===== config.mk =====
export PLATFORM = sky130hd
export DESIGN_NAME = lnk_train_ctrl
export DESIGN_NICKNAME = d
export VERILOG_FILES = /design/src/rtl/lnk_train_pkg.sv /design/src/rtl/lnk_state_timer.sv /design/src/rtl/lnk_width_pick.sv /design/src/rtl/lnk_train_ctrl.sv
export SDC_FILE = /design/constraint.sdc
export NUM_CORES = 1
export LEC_CHECK = 0
export BUFFER_PORTS_ARGS = -buffer_cell sky130_fd_sc_hd__buf_2
export CAP_MARGIN = 20
export CORE_UTILIZATION = 40
export CTS_CLUSTER_SIZE = 40
export DETAILED_ROUTE_END_ITERATION = 6
export SYNTH_ARGS = -nofsm -noshare
export SYNTH_HDL_FRONTEND = slang
export SYNTH_SLANG_ARGS = --single-unit

===== constraint.sdc =====
create_clock -name clk -period 3.7 [get_ports clk]
set_input_delay 0.185 -clock clk [delete_from_list [all_inputs] [get_ports clk]]
set_output_delay 0.185 -clock clk [all_outputs]
set_load 0.03 [all_outputs]

===== src/rtl/lnk_train_pkg.sv =====
package lnk_train_pkg;

    typedef enum logic [4:0] {
        ST_DETECT = 5'd0,
        ST_POLL   = 5'd1,
        ST_CFG    = 5'd2,
        ST_L0     = 5'd3,
        ST_RECOV  = 5'd4
    } lnk_state_e;

    typedef enum logic [1:0] {
        TOK_NONE = 2'd0,
        TOK_TS1  = 2'd1,
        TOK_TS2  = 2'd2
    } lnk_tok_e;

    localparam int NUM_WIDTHS = 4;   // x1, x2, x4, x8
    localparam int LANE_CNT_W = 4;

    typedef struct packed {
        lnk_state_e            state;
        logic                  phase;   // 0: sending TS1, 1: sending TS2
        logic [NUM_WIDTHS-1:0] width;
        logic [1:0]            rate;
    } lnk_regs_t;

endpackage


===== src/rtl/lnk_state_timer.sv =====
module lnk_state_timer #(
    parameter int CNT_W = 16
) (
    input  logic             clk,
    input  logic             rst_n,
    input  logic             restart_i,
    input  logic [CNT_W-1:0] limit_i,
    output logic             expire_o
);
    logic [CNT_W-1:0] cnt_d, cnt_q;

    always_comb begin
        cnt_d = cnt_q;
        if (restart_i)
            cnt_d = '0;
        else if (cnt_q != limit_i)
            cnt_d = cnt_q + 1'b1;
    end

    always_ff @(posedge clk or negedge rst_n) begin
        if (!rst_n) cnt_q <= '0;
        else        cnt_q <= cnt_d;
    end

    assign expire_o = (cnt_q == limit_i);

    // the count never passes the limit of the current state unless the state changed
    a_r9_cnt_bounded: assert property (@(posedge clk) disable iff (!rst_n)
        (!restart_i && $stable(limit_i) && cnt_q <= limit_i) |=> (cnt_q <= limit_i));

endmodule


===== src/rtl/lnk_width_pick.sv =====
module lnk_width_pick
    import lnk_train_pkg::*;
#(
    parameter int LOCAL_MAX_LANES = 8
) (
    input  logic [LANE_CNT_W-1:0] partner_lanes_i,
    output logic [NUM_WIDTHS-1:0] width_oh_o
);
    int limit;

    always_comb begin
        limit = int'(partner_lanes_i);
        if (limit > LOCAL_MAX_LANES) limit = LOCAL_MAX_LANES;
        width_oh_o = NUM_WIDTHS'(1);
        for (int i = 1; i < NUM_WIDTHS; i++) begin
            if (limit >= (1 << i)) width_oh_o = NUM_WIDTHS'(1) << i;
        end
    end

endmodule


===== src/rtl/lnk_train_ctrl.sv =====
module lnk_train_ctrl
    import lnk_train_pkg::*;
#(
    parameter int LOCAL_MAX_LANES = 8,
    parameter int CNT_W           = 16,
    parameter int DETECT_TO       = 1000,
    parameter int POLL_TO         = 400,
    parameter int CFG_TO          = 300,
    parameter int REC_TO          = 200
) (
    input  logic       clk,
    input  logic       rst_n,
    input  logic       hot_reset_i,
    input  logic       partner_present_i,
    input  logic       bit_lock_i,
    input  logic       sym_lock_i,
    input  logic       polarity_set_i,
    input  logic [1:0] rx_token_i,
    input  logic [3:0] partner_lanes_i,
    input  logic [1:0] rate_req_i,
    input  logic       link_fail_i,
    output logic [1:0] tx_token_o,
    output logic [4:0] state_o,
    output logic       link_up_o,
    output logic [3:0] width_o,
    output logic [1:0] rate_o
);
    lnk_regs_t r_d, r_q;

    logic             tmr_restart;
    logic             tmr_expire;
    logic [CNT_W-1:0] tmr_limit;
    logic [3:0]       pick_width;
    logic [1:0]       pick_rate;
    logic             locks_ok;

    lnk_width_pick #(.LOCAL_MAX_LANES(LOCAL_MAX_LANES)) u_pick (
        .partner_lanes_i (partner_lanes_i),
        .width_oh_o      (pick_width)
    );

    lnk_state_timer #(.CNT_W(CNT_W)) u_timer (
        .clk       (clk),
        .rst_n     (rst_n),
        .restart_i (tmr_restart),
        .limit_i   (tmr_limit),
        .expire_o  (tmr_expire)
    );

    assign locks_ok  = bit_lock_i && sym_lock_i && polarity_set_i;
    assign pick_rate = (rate_req_i == 2'd0) ? 2'd1 : rate_req_i;

    always_comb begin
        case (r_q.state)
            ST_POLL:  tmr_limit = CNT_W'(POLL_TO);
            ST_CFG:   tmr_limit = CNT_W'(CFG_TO);
            ST_RECOV: tmr_limit = CNT_W'(REC_TO);
            default:  tmr_limit = CNT_W'(DETECT_TO);
        endcase
    end

    always_comb begin
        r_d = r_q;
        case (r_q.state)
            ST_DETECT: begin
                if (partner_present_i) r_d.state = ST_POLL;
            end
            ST_POLL: begin
                if (locks_ok) begin
                    r_d.state = ST_CFG;
                    r_d.phase = 1'b0;
                end else if (tmr_expire) begin
                    r_d.state = ST_DETECT;
                end
            end
            ST_CFG, ST_RECOV: begin
                if (!r_q.phase && rx_token_i == TOK_TS1) begin
                    r_d.phase = 1'b1;
                end else if (r_q.phase && rx_token_i == TOK_TS2) begin
                    r_d.state = ST_L0;
                    r_d.phase = 1'b0;
                    if (r_q.state == ST_CFG) begin
                        r_d.width = pick_width;
                        r_d.rate  = pick_rate;
                    end
                end else if (tmr_expire) begin
                    r_d.state = ST_DETECT;
                end
            end
            ST_L0: begin
                if (link_fail_i) begin
                    r_d.state = ST_RECOV;
                    r_d.phase = 1'b0;
                end
            end
            default: r_d.state = ST_DETECT;
        endcase
        if (hot_reset_i) r_d.state = ST_DETECT;
        if (r_d.state == ST_DETECT) begin
            r_d.phase = 1'b0;
            r_d.width = '0;
            r_d.rate  = '0;
        end
    end

    assign tmr_restart = (r_d.state != r_q.state) || tmr_expire;

    always_ff @(posedge clk or negedge rst_n) begin
        if (!rst_n) begin
            r_q <= '{state: ST_DETECT, phase: 1'b0, width: '0, rate: '0};
        end else begin
            r_q <= r_d;
        end
    end

    always_comb begin
        case (r_q.state)
            ST_POLL:          tx_token_o = TOK_TS1;
            ST_CFG, ST_RECOV: tx_token_o = r_q.phase ? TOK_TS2 : TOK_TS1;
            default:          tx_token_o = TOK_NONE;
        endcase
    end

    assign state_o   = r_q.state;
    assign link_up_o = (r_q.state == ST_L0);
    assign width_o   = r_q.width;
    assign rate_o    = r_q.rate;

    // hot reset always lands in detect
    a_r1_hot_reset: assert property (@(posedge clk) disable iff (!rst_n)
        hot_reset_i |=> (state_o == ST_DETECT && !link_up_o));

    // polling never advances without full lock and polarity
    a_r3_lock_gate: assert property (@(posedge clk) disable iff (!rst_n)
        (state_o == ST_POLL && !locks_ok) |=> (state_o != ST_CFG));

    // no completion while still sending TS1
    a_r4_ts2_order: assert property (@(posedge clk) disable iff (!rst_n)
        (state_o == ST_CFG && tx_token_o == TOK_TS1) |=> (state_o != ST_L0));

    // an operational link always carries a one-hot width and a rate
    a_r6_up_has_width: assert property (@(posedge clk) disable iff (!rst_n)
        link_up_o |-> ($onehot(width_o) && rate_o != 2'd0));

    // rate fixed while trained
    a_r7_rate_hold: assert property (@(posedge clk) disable iff (!rst_n)
        (link_up_o && !hot_reset_i) |=> $stable(rate_o));

    // recovery keeps the width unless it gives up
    a_r8_recov_keeps_width: assert property (@(posedge clk) disable iff (!rst_n)
        (state_o == ST_RECOV && !hot_reset_i && !tmr_expire) |=> $stable(width_o));

    // polling timeout falls back to detect
    a_r9_poll_timeout: assert property (@(posedge clk) disable iff (!rst_n)
        (state_o == ST_POLL && tmr_expire && !locks_ok) |=> (state_o == ST_DETECT));

endmodule


# Yosys cells after proc, flatten, opt, wreduce, memory -nomap -nowiden
# Cells that the tools add are included.
[totals]
wordCells = 66
mem_count = 0
output_inout_bits = 14
romBits = 0
input_bits = 16
ram_bits = 0
ff_bits = 28
latch_bits = 0
[op_classes]
reduce_logical = 17
n_addsub = 1
order_cmp = 4
mux = 26
multipliers = 0
n_bitwise = 0
shifts = 0
n_eq_ne = 13
div = 0
[ops]
columns = ["operator", "count"]
rows = [
  ["$mux W16", 2],
  ["$mux W5", 6],
  ["$pmux W10 S3", 1],
  ["$mux W6", 4],
  ["$pmux W5 S4", 1],
  ["$add A16 B1 Y16 const B", 1],
  ["$eq A16 B10 Y1", 1],
  ["$ne A16 B10 Y1", 1],
  ["$mux W7", 2],
  ["$eq A5 B2 Y1 const B", 2],
  ["$logic_not A5 Y1", 2],
  ["$mux W4", 2],
  ["$reduce_and A4 Y1", 2],
  ["$reduce_bool A2 Y1", 4],
  ["$mux W2", 3],
  ["$eq A5 B1 Y1 const B", 1],
  ["$eq A5 B3 Y1 const B", 1],
  ["$ne A5 B5 Y1", 1],
  ["$ge A4 B2 Y1 const B", 1],
  ["$ge A4 B3 Y1 const B", 1],
  ["$ge A4 B4 Y1 const B", 1],
  ["$gt A4 B4 Y1 const B", 1],
  ["$logic_and A1 B1 Y1", 4],
  ["$ne A4 B4 Y1 const B", 1],
  ["14 further kinds", 15],
]

# Depth between registers and ports, before layout
# Gate-level depths: netlist of run 1.
[logic_depth]
ltp_word = 11
mapped_depth = 9
ltp_nobuf = 8

# Modules after synthesis
# Synthesis of run 1 repeated with hierarchy kept, for this count alone.
[unflattened]
hier_cells = 224
area_unflattened_um2 = 2004.4
[by_module_without_submodules]
columns = ["mod", "n_inst", "cells_per_inst", "seq_area_each_um2", "area_each_um2"]
rows = [
  ["lnk_state_timer", 1, 111, 400.4, 1021.0],
  ["lnk_train_ctrl", 1, 109, 300.3, 950.9],
  ["lnk_width_pick", 1, 4, 0.0, 32.5],
]

# Worst setup path before layout of run 1
# OpenSTA, ideal clock, no wires.
[synth_timing]
path_kind = "register to register"
startpoint = "reg r_q, in the netlist state_o[3]"
endpoint = "reg r_q[6] (netlist bit)"
setup_ns = 0.142
path_buffers = 1
required_time_ns = 3.558
path_slack_ns = 1.365
arrival_ns = 2.193
stages_incl_launch_ff = 8
synth_period_minus_slack_ns = 2.335
path_cell_list = "dfrtp_1 > or4b_1 > buf_2 > or4_1 > o41ai_2 > nand4_2 > o21ai_2 > a31oi_1"
[synth_via]
elab_chain_cells = 11
elab_cells_between_ends = 24
classes_between = "eq/ne (8); mux (11); reduce/logical (5)"
[synth_rtl]
columns = ["item", "line", "text"]
rows = [
  ["start: declaration", "lnk_train_ctrl.sv:28", "lnk_regs_t r_d, r_q;"],
  ["start signal: assignment", "lnk_train_ctrl.sv:110", "r_q <= '{state: ST_DETECT, phase: 1'b0, width: '0, rate: '0};"],
  ["start signal: assignment", "lnk_train_ctrl.sv:112", "r_q <= r_d;"],
  ["$eq A5 B3 Y1, or another cell as far along", "lnk_train_ctrl.sv:54, lnk_train_ctrl.sv:64", ""],
  ["$pmux W10 S3", "lnk_train_ctrl.sv:54", "case (r_q.state)"],
  ["$eq A16 B10 Y1", "lnk_state_timer.sv:25", "assign expire_o = (cnt_q == limit_i);"],
  ["$mux W5", "lnk_train_ctrl.sv:72, lnk_train_ctrl.sv:86", ""],
  ["$mux W5", "lnk_train_ctrl.sv:79", "end else if (r_q.phase && rx_token_i == TOK_TS2) begin"],
  ["$mux W5", "lnk_train_ctrl.sv:77", "if (!r_q.phase && rx_token_i == TOK_TS1) begin"],
  ["$pmux W5 S4", "lnk_train_ctrl.sv:64", "case (r_q.state)"],
  ["$mux W5", "lnk_train_ctrl.sv:98", "if (hot_reset_i) r_d.state = ST_DETECT;"],
  ["$logic_not A5 Y1", "lnk_train_ctrl.sv:99", "if (r_d.state == ST_DETECT) begin"],
  ["$ne A4 B4 Y1 (no source line), or another cell as far along", "-", ""],
  ["$reduce_and A4 Y1 (no source line)", "-", ""],
]
# Several ways; a longest one is shown, not always the timed one. The select of a mux whose other input is x is not followed.
# A chain may end at the register's enable or synchronous reset.

# Worst setup path in the final report of run 1
[layout_timing]
startpoint = "reg r_q, in the netlist state_o[2]"
endpoint = "reg r_q, in the netlist width_o[2]"
[layout_via]
elab_chain_cells = 11
elab_cells_between_ends = 23
classes_between = "eq/ne (6); mux (10); reduce/logical (7)"
[layout_rtl]
columns = ["item", "line"]
rows = [
  ["$eq A5 B3 Y1, or another cell as far along", "lnk_train_ctrl.sv:54, lnk_train_ctrl.sv:64"],
  ["$pmux W10 S3", "lnk_train_ctrl.sv:54"],
  ["$eq A16 B10 Y1", "lnk_state_timer.sv:25"],
  ["$mux W5", "lnk_train_ctrl.sv:72, lnk_train_ctrl.sv:86"],
  ["$mux W5", "lnk_train_ctrl.sv:79"],
  ["$mux W5", "lnk_train_ctrl.sv:77"],
  ["$pmux W5 S4", "lnk_train_ctrl.sv:64"],
  ["$mux W5", "lnk_train_ctrl.sv:98"],
  ["$logic_not A5 Y1", "lnk_train_ctrl.sv:99"],
  ["$ne A2 B1 Y1 (no source line) / $reduce_bool A2 Y1 (equally long branches)", "-"],
  ["$reduce_and A4 Y1 (no source line)", "-"],
]
# Several ways; a longest one is shown, not always the timed one. The select of a mux whose other input is x is not followed.

==> flow_metrics.py, run 1 <==
metrics = {
    "global_routing": {
        "grt_pass1_vias": 1479,
        "grt_overflow": 0,
        "grt_max_degree": 29,
        "track_usage": 0.183,
        "grt_pass1_wl_mm": 7.40,
        "antenna_found_initial": 0,
    },
    "clock_network": {
        "hold_buffers": 1,
        "cts_tree": "yes",
        "cts_resized": 0,
        "post-cts-setup-buffers": 0,
        "clkSinkCount": 28,
        "cts_buffers": 3,
        "path_clk_slew_ns": 0.10,
        "clock_path_buffers": 2,
        "clock_tree.htree_level_count": 1,
        "clock_latency_ns": 0.28,
        "root_buffer": "clkbuf_8",
    },
    "sta": {
        "max-slew-margin-rel": 0.523,
        "finalSetupViolCount": 0,
        "tightestPinTransition_ns": 0.715,
        "period_share": 0.774,
        "rsz0062_at_grt": "no",
        "fin_skew_ns": 0.00228,
        "fmax_mhz": 349,
        "min_period_ns": 2.86,
        "slew_viol_final": 0,
        "setup_tns_ns": 0,
        "hold_violations": 0,
    },
    "logic_synthesis": {
        "synth_warnings": 0,
        "synth_area_leader_cell": "dfrtp_1",
        "synthArstFlopShare": 1.00,
        "ys_ff_latch": 28,
        "synth-edff-count": 0,
        "avgSynthCellArea_sq_um": 8.64,
        "synth_area_sq_mm": 0.00195,
        "yosysSeqAreaShare": 0.359,
        "synth_cells": 226,
        "synth.top_cell.area_share": 0.359,
        "yosys.cell_types.count": 52,
        "synthFlopType": "dfrtp_1",
        "synth_area_leaders": "dfrtp_1 (36%), nor4_1 (6.1%), buf_4 (5.0%)",
    },
    "worst_setup_path": {
        "path_cells": "or4b_1 -> or4_1 -> o41ai_2 -> nand4_1 -> a41oi_2 -> a31oi_1",
        "r2r_cells": 6,
        "end_kind": "flop",
        "crit_path_max_incr_delay_ns": 0.73,
        "required_ns": 3.84,
        "r2r_start": "state_o[2]$_DFF_PN0_",
        "cpLargestDelayFamily": "simple AND/OR/NAND/NOR gates",
        "cp_slowest_cell": "or4b_1",
        "cp_max_fo": 12,
        "timing_worst_setup_path_type": "reg2reg",
        "crit_arrival_ns": 3.01,
        "rrSetupSlack_ns": 0.84,
        "setup.worst_path.start_class": "flop",
        "worstReg2RegEnd": "width_o[2]$_DFFE_PN0P_",
        "crit_buf_inv": 0,
    },
    "final_layout": {
        "final_area_sq_mm": 0.00212,
        "insertedDiodeCount": 0,
        "layout.nets": 255,
        "drive_gt1_frac": 0.178,
        "area_delta_synth_final_pct": 8.78,
        "mostFrequentLayoutCells": "buf_2 (28), dfrtp_1 (28), nor4_1 (19)",
    },
    "power_and_ir_drop": {
        "power.share.clock": 0.410,
        "ir_worst_vdd_mv": 0.198,
        "power_density_mw_per_mm2": 283,
        "pwr-share-comb": 0.073,
        "p_leak_nw": 0.930,
        "p_sw_mw": 0.133,
        "power.share.switching": 0.222,
        "p_int_mw": 0.468,
        "power_frac_seq": 0.517,
    },
    "route": {
        "drtIter0Drc": 74,
        "wl_met1_mm": 2.33,
        "firstDrtPassIters": 4,
        "routed.top_layer": "met4",
        "drtAntennaViolNets": 0,
        "met3_length_um": 95,
        "viasPerCell": 5.58,
        "drc": 0,
        "vias": 1691,
        "wirelength_mm": 4.48,
        "post_drt_wl_per_cell_um": 14.8,
        "dr_wl_met2_mm": 2.01,
    },
    "place": {
        "gp_congestion": 0.823,
        "portBuffers": 28,
        "dpl_cell_area_sq_mm": 0.00204,
        "hpwl_mm": 3.08,
    },
    "worst_hold_path": {
        "hold_depth": 3,
        "hold_class": "in2reg",
        "hp-start": "rate_req_i[1]",
        "holdPathEnd": "rate_o[1]$_DFFE_PN0P_",
    },
    "floorplan": {
        "die_w_um": 71.9,
        "dieArea_sq_mm": 0.00517,
        "initial_utilization": 0.414,
        "rows": 25,
        "core_area_sq_mm": 0.00472,
        "io_pins": 30,
        "fp.dieH_um": 71.9,
    },
    "outcome": {
        "status": "completed",
    },
    "run": {
        "cap_violations": 0,
    },
}
[worst max-delay path by stage]
stage | from | end | slack (ns) | cells after the start
after floorplan | state_o[3]$_DFF_PN0_ | r_q[6]$_DFFE_PN0P_ | 1.36 | 7
after global placement | state_o[2]$_DFF_PN0_ | rate_o[0]$_DFFE_PN0P_ | 0.93 | 6
after detailed placement | state_o[2]$_DFF_PN0_ | width_o[2]$_DFFE_PN0P_ | 0.90 | 6
after CTS | state_o[2]$_DFF_PN0_ | width_o[2]$_DFFE_PN0P_ | 0.85 | 6
after global routing | state_o[2]$_DFF_PN0_ | rate_o[0]$_DFFE_PN0P_ | 0.69 | 6
final | state_o[2]$_DFF_PN0_ | width_o[2]$_DFFE_PN0P_ | 0.84 | 6
[Yosys cell counts (3+ instances only)]
cell	number
dfrtp_1	28
clkbuf_1	10
a21oi_1	12
xor2_1	10
buf_4	13
o21ai_0	7
o21ai_2	3
inv_1	12
nor4_1	19
a31oi_1	10
nand2_1	12
xnor2_1	6
nand4_1	6
mux2i_1	3
nor3_1	6
nor4b_1	3
nand3_1	11
nor2_1	9
and3_1	4
[worst min-delay path: stages]
cell and delay (ns):
buf_2 0.11, mux2i_1 0.11, a31oi_1 0.05
[stage by stage]
stage               hold slack [ns]  power (mW)  utilization  cells  setup WS, ns
floorplan                    -0.111       0.339            -    227          1.36
detailed placement            0.251       0.360        0.433    298         0.899
global route                  0.242       0.628        0.450    303         0.692
finish                        0.204       0.601        0.450    303         0.838
CTS                           0.198       0.608        0.450    303         0.850
global placement              0.248       0.360        0.433    298         0.927
[flip-flops by register name (all words and copies together) (netlist names)]
signal / flops
u_timer.cnt_q: 16
state_o: 5
rate_o: 2
width_o: 4
r_q: 1
[kinds of logic after synthesis]
family,synth area share
xor gates and xnor gates,0.0717
adders and majority gates,0.0179
other,0.00192
AOI/OAI and AO/OA,0.163
muxes,0.0154
DFF,0.359
buffers and inverters,0.0974
and+or+nand+nor,0.274
[power by group through the flow]
stage | Clock (mW) | Sequential [mW] | Combinational [mW]
2_1_floorplan | 0 | 0.316 | 0.0232
3_3_place_gp | 0 | 0.317 | 0.0432
3_5_place_dp | 0 | 0.317 | 0.0434
4_1_cts | 0.252 | 0.311 | 0.0444
5_1_grt | 0.267 | 0.311 | 0.0500
6_report | 0.246 | 0.311 | 0.0438
[per-layer routing]
| metal | up-vias | GRT usage |
|---|---|---|
| met5 | - | 0 |
| met4 | 0 | 0.0458 |
| met3 | 4 | 0.0197 |
| met2 | 32 | 0.271 |
| met1 | 809 | 0.282 |
| li1 | 846 | - |
[final cells by class]
type / instances / area (sq um)
Fill cell: 484 / 2600
Multi-Input combinational cell: 162 / 1070
Tap cell: 67 / 83.8
Clock inverter: 1 / 30.0
Timing Repair Buffer: 30 / 158
Inverter: 12 / 45.0
Sequential cell: 28 / 701
Clock buffer: 3 / 41.3
(Power assumes the default switching activity.)
==> run 2: changes to the inputs <==
Settings changed: ABC_AREA from default to 1.
Clock period 3.7 ns to 2.6 ns, I/O delays scaled along.
==> run 2 against run 1 <==
The run now ends with design-rule violations left. Worst hold slack got worse by 0.056 ns. Final area increased by 3.0%. Total power increased by 47%. Wire length decreased by 11%. Maximum frequency increased by 23%. Sequential power increased by 43%. Combinational power increased by 78%. Largest cell class unchanged.
==> flow_metrics.py, run 2 <==
metrics = {
    "route": {
        "drtIter0Drc": 84,
        "wirelength_mm": 3.99,
        "vias": 1692,
        "drtAntennaViolNets": 0,
        "viasPerCell": 4.56,
        "post_drt_wl_per_cell_um": 10.7,
        "drc": 2,
        "firstDrtPassIters": 6,
    },
    "logic_synthesis": {
        "synth-edff-count": 0,
        "yosysSeqAreaShare": 0.359,
        "synth.top_cell.area_share": 0.359,
        "synth_area_leader_cell": "dfrtp_1",
        "synth_warnings": 0,
        "synthTopCellsByCount": "nand2_1 (71), inv_1 (48), nor2_1 (39)",
        "synthArstFlopShare": 1.00,
        "synthFlopType": "dfrtp_1",
        "ys_ff_latch": 28,
        "avgSynthCellArea_sq_um": 6.93,
        "synth_most_common_cell": "nand2_1",
        "synth_area_leaders": "dfrtp_1 (36%), nand2_1 (14%), inv_1 (9.2%)",
        "synth_area_sq_mm": 0.00195,
        "yosys.cell_types.count": 29,
        "synth_cells": 282,
    },
    "sta": {
        "min_period_ns": 2.32,
        "period_share": 0.893,
        "rsz0062_at_grt": "no",
        "finalSetupViolCount": 0,
        "setup_tns_ns": 0,
        "hold_violations": 0,
        "setup_slack_ns": 0.279,
        "max-slew-margin-rel": 0.577,
        "fmax_mhz": 431,
        "slew_viol_final": 0,
        "fin_skew_ns": 0.0134,
        "tightestPinTransition_ns": 0.635,
    },
    "worst_hold_path": {
        "hold_class": "in2reg",
        "hp-start": "rate_req_i[0]",
        "hold_depth": 4,
        "holdPathEnd": "rate_o[0]$_DFFE_PN0P_",
    },
    "global_routing": {
        "grt_max_degree": 29,
        "grt_overflow": 0,
        "grt_pass1_wl_mm": 7.04,
        "grt_pass1_vias": 1571,
        "track_usage": 0.171,
        "antenna_found_initial": 0,
    },
    "final_layout": {
        "stdcell_count": 371,
        "fillers": 508,
        "insertedDiodeCount": 0,
        "regMostFlops": "u_timer.cnt_q",
        "area_delta_synth_final_pct": 12.0,
        "drive_gt1_frac": 0.201,
        "mostFrequentLayoutCells": "nand2_1 (71), inv_1 (48), nor2_1 (38)",
        "final_common_cell": "nand2_1",
        "largest_reg_flops": 16,
        "layout.nets": 323,
    },
    "worst_setup_path": {
        "worstReg2RegEnd": "u_timer.cnt_q[6]$_DFFE_PN0P_",
        "path_cells": "nor2_1 -> nand3_2 -> nand3_1 -> nand3_1 -> nor2_1 -> nand3_2 -> nand2_1 -> nand2_1 -> nand2_1 -> nand2_1 -> nand2_1 -> nand2_1 -> nand2_1 -> inv_2 -> nand2_8 -> nor2_1",
        "rrSetupSlack_ns": 0.28,
        "end_kind": "flop",
        "cp.depth": 16,
        "cp_max_fo": 16,
        "crit_buf_inv": 1,
        "r2r_start": "state_o[1]$_DFF_PN0_",
        "cpMostUsedCell": "nand2_1",
        "required_ns": 2.79,
        "setup.worst_path.start_class": "flop",
        "cp_slowest_cell": "dfrtp_1",
        "timing_worst_setup_path_type": "reg2reg",
        "cpLargestDelayFamily": "simple AND/OR/NAND/NOR gates",
        "r2r_cells": 16,
        "crit_path_max_incr_delay_ns": 0.52,
        "crit_arrival_ns": 2.51,
    },
    "power_and_ir_drop": {
        "p_int_mw": 0.671,
        "power.share.clock": 0.407,
        "power_density_mw_per_mm2": 403,
        "power_frac_seq": 0.504,
        "pwr-share-comb": 0.089,
        "ir_worst_vdd_mv": 0.238,
        "p_sw_mw": 0.211,
        "power.share.switching": 0.239,
        "p_leak_nw": 1.20,
        "p_total_mw": 0.881,
    },
    "run": {
        "cap_violations": 0,
    },
    "floorplan": {
        "fp.dieH_um": 71.9,
        "initial_utilization": 0.414,
        "core_area_sq_mm": 0.00472,
        "io_pins": 30,
        "rows": 25,
        "die_w_um": 71.9,
        "dieArea_sq_mm": 0.00517,
    },
    "place": {
        "post-place-ws_ns": 0.208,
        "dp.cells": 365,
        "gp_congestion": 0.900,
        "hpwl_mm": 3.01,
        "portBuffers": 28,
    },
    "outcome": {
        "violations": "design-rule violations",
        "status": "finished, violations left",
    },
    "clock_network": {
        "root_buffer": "clkbuf_8",
        "path_clk_slew_ns": 0.11,
        "cts_tree": "yes",
        "clock_latency_ns": 0.29,
        "clock_tree.htree_level_count": 1,
        "clkSinkCount": 28,
        "cts_buffers": 3,
        "clock_path_buffers": 2,
    },
}
[run 2: cell types whose count changed in the layout (fill, tap and decap cells not counted), moves of 4 or more]
cell	delta
nand3_2	+4
nor2_1	+29
nor2_2	+14
inv_1	+36
a31oi_1	-10
nor4_1	-19
inv_2	+4
a21oi_1	-10
nor3_1	-4
nand2_1	+59
nand3_1	+5
[run 2: kinds of logic after synthesis]
kind of cell	synth area share
AND/OR/NAND/NOR	0.378
buffers and inverters	0.154
flip-flops	0.359
AO/OA/AOI/OAI	0.0506
XOR/XNOR	0.0448
adder cells (fa/ha/maj)	0.0128
other	0.00192
[run 2: routing by layer]
layer / track usage / vias up / part of all wire
li1: - / 895 / -
met1: 0.240 / 765 / 0.50
met2: 0.278 / 27 / 0.46
met3: 0.0250 / 5 / 0.029
met4: 0.0458 / 0 / 0.011
met5: 0 / - / 0
[run 2: tightest hold or removal path, delay by kind of cell]
kind / cells / cell delay, ns
AOI/OAI and AO/OA: 1 / 0.11
buffers and inverters: 2 / 0.11
and+or+nand+nor: 1 / 0.04
[run 2: metrics by stage]
| step | instance area (sq um) | util | hold slack (ns) |
|---|---|---|---|
| 6_report | 2190 | 0.463 | 0.148 |
| 5_1_grt | 2190 | 0.463 | 0.171 |
| 4_1_cts | 2160 | 0.457 | 0.142 |
| 3_5_place_dp | 2080 | 0.440 | 0.207 |
| 3_3_place_gp | 2080 | 0.440 | 0.197 |
| 2_1_floorplan | 1960 | - | -0.166 |
[run 2: layout make-up]
type,count,area [sq um],area share
multi-input combinational,190,978,0.447
sequential,28,702,0.321
tap,67,83.8,0.0383
clock buffer,3,41.3,0.0189
inverter,52,195,0.0892
clock inverter,1,30.0,0.0137
timing repair buffer,30,158,0.0720
[run 2: how the worst max path moves through the flow]
| stage | from | end | slack (ns) |
|---|---|---|---|
| floorplan | state_o[4]$_DFF_PN0_ | u_timer.cnt_q[0]$_DFFE_PN0P_ | 0.46 |
| finish | state_o[1]$_DFF_PN0_ | u_timer.cnt_q[6]$_DFFE_PN0P_ | 0.28 |
| detailed placement | state_o[0]$_DFF_PN0_ | r_q[6]$_DFFE_PN0P_ | 0.21 |
| global route | u_timer.cnt_q[0]$_DFFE_PN0P_ | u_timer.cnt_q[5]$_DFFE_PN0P_ | 0.02 |
| CTS | state_o[0]$_DFF_PN0_ | r_q[6]$_DFFE_PN0P_ | 0.18 |
| global placement | state_o[0]$_DFF_PN0_ | r_q[6]$_DFFE_PN0P_ | 0.20 |
[run 2: power groups by stage]
stage	combinational [mW]	clock, mW	sequential, mW
floorplan	0.0513	0	0.451
global placement	0.0739	0	0.453
detailed placement	0.0749	0	0.453
CTS	0.0764	0.366	0.444
global route	0.0887	0.374	0.445
finish	0.0781	0.359	0.444
[run 2: timing repair]
item	in CTS	in global routing
endpoints found under the setup margin	0	23
hold buffers	1	0
resized for setup	0	5
buffers inserted	0	1
hold endpoints to repair	28	0
